<file path="config.mk">
export PLATFORM = sky130hd
export DESIGN_NAME = gpiob_bank
export DESIGN_NICKNAME = d
export VERILOG_FILES = /design/src/rtl/gpiob_pkg.sv /design/src/rtl/gpiob_masked_reg.sv /design/src/rtl/gpiob_sync.sv /design/src/rtl/gpiob_slice.sv /design/src/rtl/gpiob_bank.sv
export SDC_FILE = /design/constraint.sdc
export NUM_CORES = 1
export LEC_CHECK = 0
export ABC_AREA = 1
export ABC_CLOCK_PERIOD_IN_PS = 2400
export BUFFER_PORTS_ARGS = -buffer_cell sky130_fd_sc_hd__buf_2
export CAP_MARGIN = 15
export CORE_ASPECT_RATIO = 1.25
export CORE_MARGIN = 5
export CORE_UTILIZATION = 45
export CTS_BUF_LIST = sky130_fd_sc_hd__clkbuf_2
export DETAILED_ROUTE_END_ITERATION = 7
export PLACE_DENSITY = 0.69
export SLEW_MARGIN = 25
export SYNTH_ARGS = -nofsm -noshare
export SYNTH_HDL_FRONTEND = slang
export SYNTH_HIERARCHICAL = 1
export SYNTH_SLANG_ARGS = --single-unit
</file>
<file path="constraint.sdc">
create_clock -name clk -period 2.4 [get_ports clk]
set_clock_uncertainty 0.1 [all_clocks]
set_input_delay 0.48 -clock clk [delete_from_list [all_inputs] [get_ports clk]]
set_output_delay 0.48 -clock clk [all_outputs]
set_load 0.05 [all_outputs]
</file>
<file path="src/rtl/gpiob_pkg.sv">
package gpiob_pkg;

  typedef enum logic [1:0] {
    MUXSEL_NONE  = 2'd0,
    MUXSEL_PIN   = 2'd1,
    MUXSEL_GROUP = 2'd2
  } mux_kind_e;

  localparam int          SLICE_W  = 16;
  localparam logic [31:0] GRP_GPIO = 32'h0000_0006;
  localparam logic [31:0] GRP_PRIM = 32'h0000_0001;

  function automatic int slice_stride(mux_kind_e k);
    return (k == MUXSEL_PIN) ? 3 : 2;
  endfunction

  function automatic int map_base(mux_kind_e k);
    return (k == MUXSEL_GROUP) ? 1 : 0;
  endfunction

endpackage

</file>
<file path="src/rtl/gpiob_masked_reg.sv">
module gpiob_masked_reg #(
  parameter int LIVE = 16
) (
  input  logic        clk,
  input  logic        rst_n,
  input  logic        wr_en,
  input  logic [31:0] wr_word,
  output logic [15:0] q
);
  localparam logic [15:0] LIVE_MASK = 16'((33'd1 << LIVE) - 33'd1);

  logic [15:0] eff_mask;
  assign eff_mask = wr_word[31:16] & LIVE_MASK;

  always_ff @(posedge clk) begin
    if (!rst_n)     q <= '0;
    else if (wr_en) q <= (q & ~eff_mask) | (wr_word[15:0] & eff_mask);
  end

  // unmasked bits never move on a write
  assert_unmasked_hold_R1: assert property (@(posedge clk) disable iff (!rst_n)
    wr_en |=> (((q ^ $past(q)) & ~$past(wr_word[31:16])) == 16'h0));

  // without a write strobe the word is frozen
  assert_idle_hold_R12: assert property (@(posedge clk) disable iff (!rst_n)
    !wr_en |=> $stable(q));

endmodule

</file>
<file path="src/rtl/gpiob_sync.sv">
module gpiob_sync #(
  parameter int W = 32
) (
  input  logic         clk,
  input  logic         rst_n,
  input  logic [W-1:0] d,
  output logic [W-1:0] q
);
  logic [W-1:0] meta;
  logic [1:0]   warm;

  always_ff @(posedge clk) begin
    if (!rst_n) begin
      meta <= '0;
      q    <= '0;
    end else begin
      meta <= d;
      q    <= meta;
    end
  end

  always_ff @(posedge clk) begin
    if (!rst_n)            warm <= 2'd0;
    else if (warm != 2'd2) warm <= warm + 2'd1;
  end

  // input is seen exactly two edges later
  assert_two_stage_R5: assert property (@(posedge clk) disable iff (!rst_n)
    (warm == 2'd2) |-> (q == $past(d, 2)));

endmodule

</file>
<file path="src/rtl/gpiob_slice.sv">
module gpiob_slice
  import gpiob_pkg::*;
#(
  parameter mux_kind_e MUX_KIND = MUXSEL_PIN,
  parameter int        LIVE     = 16
) (
  input  logic        clk,
  input  logic        rst_n,
  input  logic        we_dir,
  input  logic        we_val,
  input  logic        we_mux,
  input  logic [31:0] wr_word,
  input  logic        grp_gpio,
  input  logic [15:0] pin_sync,
  input  logic [15:0] prim_oe,
  input  logic [15:0] prim_out,
  output logic [15:0] pad_oe,
  output logic [15:0] pad_out,
  output logic [15:0] dir_q,
  output logic [15:0] val_rd,
  output logic [15:0] mux_q
);
  logic [15:0] val_q;
  logic [15:0] sel_sw;

  gpiob_masked_reg #(.LIVE(LIVE)) u_dir (
    .clk(clk), .rst_n(rst_n), .wr_en(we_dir), .wr_word(wr_word), .q(dir_q));

  gpiob_masked_reg #(.LIVE(LIVE)) u_val (
    .clk(clk), .rst_n(rst_n), .wr_en(we_val), .wr_word(wr_word), .q(val_q));

  // Always present; its strobe is only decoded in per-pin mux builds.
  gpiob_masked_reg #(.LIVE(LIVE)) u_mux (
    .clk(clk), .rst_n(rst_n), .wr_en(we_mux), .wr_word(wr_word), .q(mux_q));

  always_comb begin
    if (MUX_KIND == MUXSEL_NONE)     sel_sw = '1;
    else if (MUX_KIND == MUXSEL_PIN) sel_sw = mux_q;
    else                             sel_sw = {16{grp_gpio}};
  end

  assign pad_oe  = (sel_sw & dir_q) | (~sel_sw & prim_oe);
  assign pad_out = (sel_sw & val_q) | (~sel_sw & prim_out);
  assign val_rd  = (dir_q & val_q)  | (~dir_q & pin_sync);

  for (genvar i = 0; i < LIVE; i++) begin : g_chk
    // a direction write in software mode lands on the pad enable
    assert_dir_to_pad_R4: assert property (@(posedge clk) disable iff (!rst_n)
      ($past(we_dir) && $past(wr_word[16+i]) && sel_sw[i] && $past(sel_sw[i]))
        |-> (pad_oe[i] == $past(wr_word[i])));
    // in primary mode a quiet primary enable keeps the pad quiet
    assert_prim_hold_R6: assert property (@(posedge clk) disable iff (!rst_n)
      (!sel_sw[i] && !$past(sel_sw[i]) && $stable(prim_oe[i]))
        |-> $stable(pad_oe[i]));
  end

endmodule

</file>
<file path="src/rtl/gpiob_bank.sv">
module gpiob_bank
  import gpiob_pkg::*;
#(
  parameter int        NUM_PINS = 32,
  parameter mux_kind_e MUX_KIND = MUXSEL_PIN,
  parameter int        ADDR_W   = 4
) (
  input  logic                clk,
  input  logic                rst_n,
  input  logic [ADDR_W-1:0]   reg_addr,
  input  logic                reg_we,
  input  logic [31:0]         reg_wdata,
  output logic [31:0]         reg_rdata,
  input  logic [NUM_PINS-1:0] prim_oe,
  input  logic [NUM_PINS-1:0] prim_out,
  input  logic [NUM_PINS-1:0] pad_in,
  output logic [NUM_PINS-1:0] pad_oe,
  output logic [NUM_PINS-1:0] pad_out
);
  localparam int SLICES = (NUM_PINS + SLICE_W - 1) / SLICE_W;
  localparam int PADW   = SLICES * SLICE_W;
  localparam int BASE   = map_base(MUX_KIND);
  localparam int STRIDE = slice_stride(MUX_KIND);

  logic [PADW-1:0] prim_oe_x, prim_out_x, sync_x, oe_x, out_x;
  logic [NUM_PINS-1:0] pin_sync;

  logic [SLICES-1:0]        we_dir, we_val, we_mux;
  logic [SLICES-1:0][15:0]  dir_q, val_rd, mux_q;
  logic                     we_grp, hit, hit_masked;
  logic [31:0]              grp_q;
  logic                     grp_gpio;

  gpiob_sync #(.W(NUM_PINS)) u_sync (
    .clk(clk), .rst_n(rst_n), .d(pad_in), .q(pin_sync));

  assign prim_oe_x  = PADW'(prim_oe);
  assign prim_out_x = PADW'(prim_out);
  assign sync_x     = PADW'(pin_sync);

  always_comb begin
    we_dir     = '0;
    we_val     = '0;
    we_mux     = '0;
    we_grp     = 1'b0;
    hit        = 1'b0;
    hit_masked = 1'b0;
    reg_rdata  = '0;
    if (MUX_KIND == MUXSEL_GROUP && int'(reg_addr) == 0) begin
      hit       = 1'b1;
      we_grp    = reg_we;
      reg_rdata = grp_q;
    end
    for (int s = 0; s < SLICES; s++) begin
      if (int'(reg_addr) == BASE + STRIDE*s) begin
        hit        = 1'b1;
        hit_masked = 1'b1;
        we_dir[s]  = reg_we;
        reg_rdata  = {16'h0, dir_q[s]};
      end
      if (int'(reg_addr) == BASE + STRIDE*s + 1) begin
        hit        = 1'b1;
        hit_masked = 1'b1;
        we_val[s]  = reg_we;
        reg_rdata  = {16'h0, val_rd[s]};
      end
      if (MUX_KIND == MUXSEL_PIN && int'(reg_addr) == BASE + STRIDE*s + 2) begin
        hit        = 1'b1;
        hit_masked = 1'b1;
        we_mux[s]  = reg_we;
        reg_rdata  = {16'h0, mux_q[s]};
      end
    end
  end

  always_ff @(posedge clk) begin
    if (!rst_n)      grp_q <= GRP_PRIM;
    else if (we_grp) grp_q <= reg_wdata;
  end

  assign grp_gpio = (MUX_KIND == MUXSEL_GROUP) && (grp_q == GRP_GPIO);

  for (genvar s = 0; s < SLICES; s++) begin : g_slice
    localparam int LIVE = (NUM_PINS - SLICE_W*s) < SLICE_W ? (NUM_PINS - SLICE_W*s) : SLICE_W;
    gpiob_slice #(.MUX_KIND(MUX_KIND), .LIVE(LIVE)) u_slice (
      .clk      (clk),
      .rst_n    (rst_n),
      .we_dir   (we_dir[s]),
      .we_val   (we_val[s]),
      .we_mux   (we_mux[s]),
      .wr_word  (reg_wdata),
      .grp_gpio (grp_gpio),
      .pin_sync (sync_x[SLICE_W*s +: SLICE_W]),
      .prim_oe  (prim_oe_x[SLICE_W*s +: SLICE_W]),
      .prim_out (prim_out_x[SLICE_W*s +: SLICE_W]),
      .pad_oe   (oe_x[SLICE_W*s +: SLICE_W]),
      .pad_out  (out_x[SLICE_W*s +: SLICE_W]),
      .dir_q    (dir_q[s]),
      .val_rd   (val_rd[s]),
      .mux_q    (mux_q[s])
    );
  end

  assign pad_oe  = oe_x[NUM_PINS-1:0];
  assign pad_out = out_x[NUM_PINS-1:0];

  // masked words never show anything in the mask half
  assert_mask_half_zero_R3: assert property (@(posedge clk) disable iff (!rst_n)
    hit_masked |-> (reg_rdata[31:16] == 16'h0));

  // holes in the map read as zero
  assert_hole_reads_zero_R12: assert property (@(posedge clk) disable iff (!rst_n)
    !hit |-> (reg_rdata == 32'h0));

  if (MUX_KIND == MUXSEL_GROUP) begin : g_grp_chk
    // writing the software code hands the bank to software
    assert_grp_to_sw_R8: assert property (@(posedge clk) disable iff (!rst_n)
      (reg_we && int'(reg_addr) == 0 && reg_wdata == GRP_GPIO) |=> grp_gpio);
    // any other code hands it to the primary function
    assert_grp_to_prim_R8: assert property (@(posedge clk) disable iff (!rst_n)
      (reg_we && int'(reg_addr) == 0 && reg_wdata != GRP_GPIO) |=> !grp_gpio);
  end

endmodule

</file>
==> summary.txt <==
Drt
  • Routed Wire Length: between 20000 and 30000 µm
  • Routed Antenna Nets: 0
  • DR vias: a little over 9000
  • Detailed Routing Iterations Pass 1: 5
  • Routed vias/inst: roughly 4.5
  • Routed len/inst: approximately 12 µm
  • DRC Markers: 0
  • Starting DRT DRC Count: 514

Clocking
  • Num CTS Buffers: 17
  • Sink Count: 160
  • Root buffer cell: clkbuf_2
  • CTS tree: built
  • Clk slew on worst S/H paths: about 220 ps
  • H-tree depth: 4
  • Clk_lat worst skew: 700 ps
  • Worst-case clock buffer depth: 2

Die
  • Die Y: between 150 and 200 µm
  • IO Pins: ~230
  • CORE AREA: ~19000 µm²
  • Die Area: around 22000 µm²
  • Row Count: 56
  • Die W: around 130 µm
  • Starting Density: between 40 and 50%

Pwr
  • Worst vdd ir: approximately 0.3 mV
  • Internal Dissipation: between 0.003 and 0.004 W
  • Sw Share: approximately 30%
  • Comb pwr share: 18.0%
  • P_leak: roughly 6.4 nW
  • NetSw: between 0.0015 and 0.002 W
  • Cell area power density: 476 nW/µm²
  • Sequential power share: around half
  • Clk pwr share: a little under a third

Timing
  • Max Clock Freq: around 420 MHz
  • Final hold vios: 0
  • Post-route clock period utilization: 99.2%
  • RSZ-0062 raised after global routing: yes
  • Setup violations, final: 0
  • Setup TNS: 0 ps
  • Max-slew violation count: 0
  • Min Tclk post-route: between 2000 and 2500 ps

Setup path
  • Startpoint Class: flip-flop
  • Worst EP required: about 1800 ps
  • Crit path kind: flip-flop to output pin
  • Crit end category: output pin
  • Critical Path Fanout Max: 4
  • Worst Path Arrival: about 1800 ps

Layout
  • Layout cell share with drive strength beyond 1: 21.5%
  • Final core occ: 60.9%
  • Area delta synth->final: 32.2%
  • Layout fillers: approximately 1800
  • Area occupied by multi-input gates: 4100 µm²
  • Sequential Area: between 3000 and 4000 µm²
  • Nets: between 1500 and 2000

Job
  • Max-Cap Viols: 0

Place
  • I/O Buffers: about 210
  • HPWL after DPL: 17200 µm
  • RePlAce Congestion: between 0.8 and 0.9

Global route
  • Total GRT Usage: a little under a quarter
  • Largest net degree at the start of global routing: 65
  • Vias in the first global route: between 8000 and 9000
  • Antenna violations before repair: 1
  • First-pass GRT wire length: a little over 40000 µm
  • Grt total ovfl: 0

Yosys
  • Sequential-to-total area share from yosys stat: 36.9%
  • Register bit count reported by yosys: 160
  • Post-synthesis instance area: between 8000 and 9000 µm²
  • Synthesized instance count: ~1500
  • Warnings, synthesis: 6
  • Distinct cell type count after synthesis: 18
  • Syn Area/Cell: ~5.9 µm²

Status
  • Status: completed

Worst hold path
  • Worst min path class: input port to flip-flop
[per-stage QoR]
step	instance area, µm²	setup slack (ps)	hold WS [ps]	power, W	instances
after floorplan	8730	310	286	0.00341	1475
after global placement	9830	146	292	0.00368	1885
after detailed placement	9830	121	295	0.00369	1885
after CTS	11400	-76.4	156	0.00550	2032
after global routing	11500	-203	156	0.00572	2036
final	11500	19.2	235	0.00546	2036
[per-layer routing]
metal  vias up  part of all wire (%)  global-route usage, %
li1       4858                     -                      -
met1      4055                    44                   27.8
met2       286                    48                   40.2
met3        40                   5.4                   4.00
met4         0                   1.9                   7.04
met5         -                     0                      0
[critical path: stages (launching register included)]
cell,delay (ps)
dfxtp_4,420
inv_2,30
nand2_1,40
nand2_1,70
nand3_1,80
nand2_1,50
nor2_1,90
nand4_1,140
buf_6,190
[layout by cell type (no fill, tap or decap), drive strengths merged]
cell         instances
conb                16
nor3                 1
clkinv               6
bufinv               5
clkinvlp             1
buf                258
dlygate4sd3        100
nand3               64
diode                1
nand2              678
inv                244
dfxtp              160
nand4               16
clkbuf              19
nor2               235
[area by class of cell]
cell class / count / share of cell area [%]
diodes: 1 / 0.0218
clock buffers: 19 / 0.829
clock inverters: 12 / 1.67
inverters: 244 / 7.98
multi-input cells: 1010 / 35.8
flip-flops and latches: 160 / 28.5
well taps: 232 / 2.53
repair buffers: 358 / 22.7
[path summary, 6_finish.rpt]
| path | startpoint | to | slack (ps) | depth (start not counted) |
|---|---|---|---|---|
| worst max-delay path | flip-flop | reg_rdata[2] | 20 | 8 |
| worst min-delay path | reg_addr[2] | flip-flop | 230 | 8 |
| worst max register to register | flip-flop | flip-flop | 930 | 6 |
| worst min register to register | u_sync/meta[26]$_SDFF_PN0_ | u_sync/q[26]$_SDFF_PN0_ | 310 | 2 |
[synthesized netlist by cell type]
cell / instances / area, µm²
clkbuf_2: 6 / 30.0
inv_1: 242 / 908
buf_6: 14 / 158
nor2_2: 2 / 12.5
nor3_1: 1 / 5.00
buf_2: 12 / 60.1
nand3_1: 64 / 320
dfxtp_1: 160 / 3200
inv_2: 2 / 7.51
nor2_4: 3 / 33.8
clkbuf_8: 6 / 82.6
conb_1: 1 / 3.75
buf_12: 6 / 120
nor2_1: 230 / 863
buf_4: 17 / 128
nand4_1: 16 / 100
nand2_1: 640 / 2400
nand2_2: 38 / 238
[power groups by stage]
stage	registers, W	logic, W	clock network, W
6_report	0.00276	0.000985	0.00171
5_1_grt	0.00277	0.00106	0.00188
4_1_cts	0.00276	0.000975	0.00176
3_5_place_dp	0.00283	0.000867	0
3_3_place_gp	0.00282	0.000859	0
2_1_floorplan	0.00281	0.000599	0
[cells by family (layout without fill, tap and decap cells)]
group         Yosys count  count (layout)  synth area share (%)
simple gates          994             994                  45.8
flops                 160             160                  36.9
other cells             1              17                0.0432
buf+inv               305             633                  17.2
[what timing repair did]
item	CTS	global route
gates resized for setup	72	25
hold buffers	100	0
setup endpoints to repair	16	17
pin swaps	6	13
setup buffers	16	3
endpoints found under the hold margin	131	0
(Power assumes the default switching activity.)
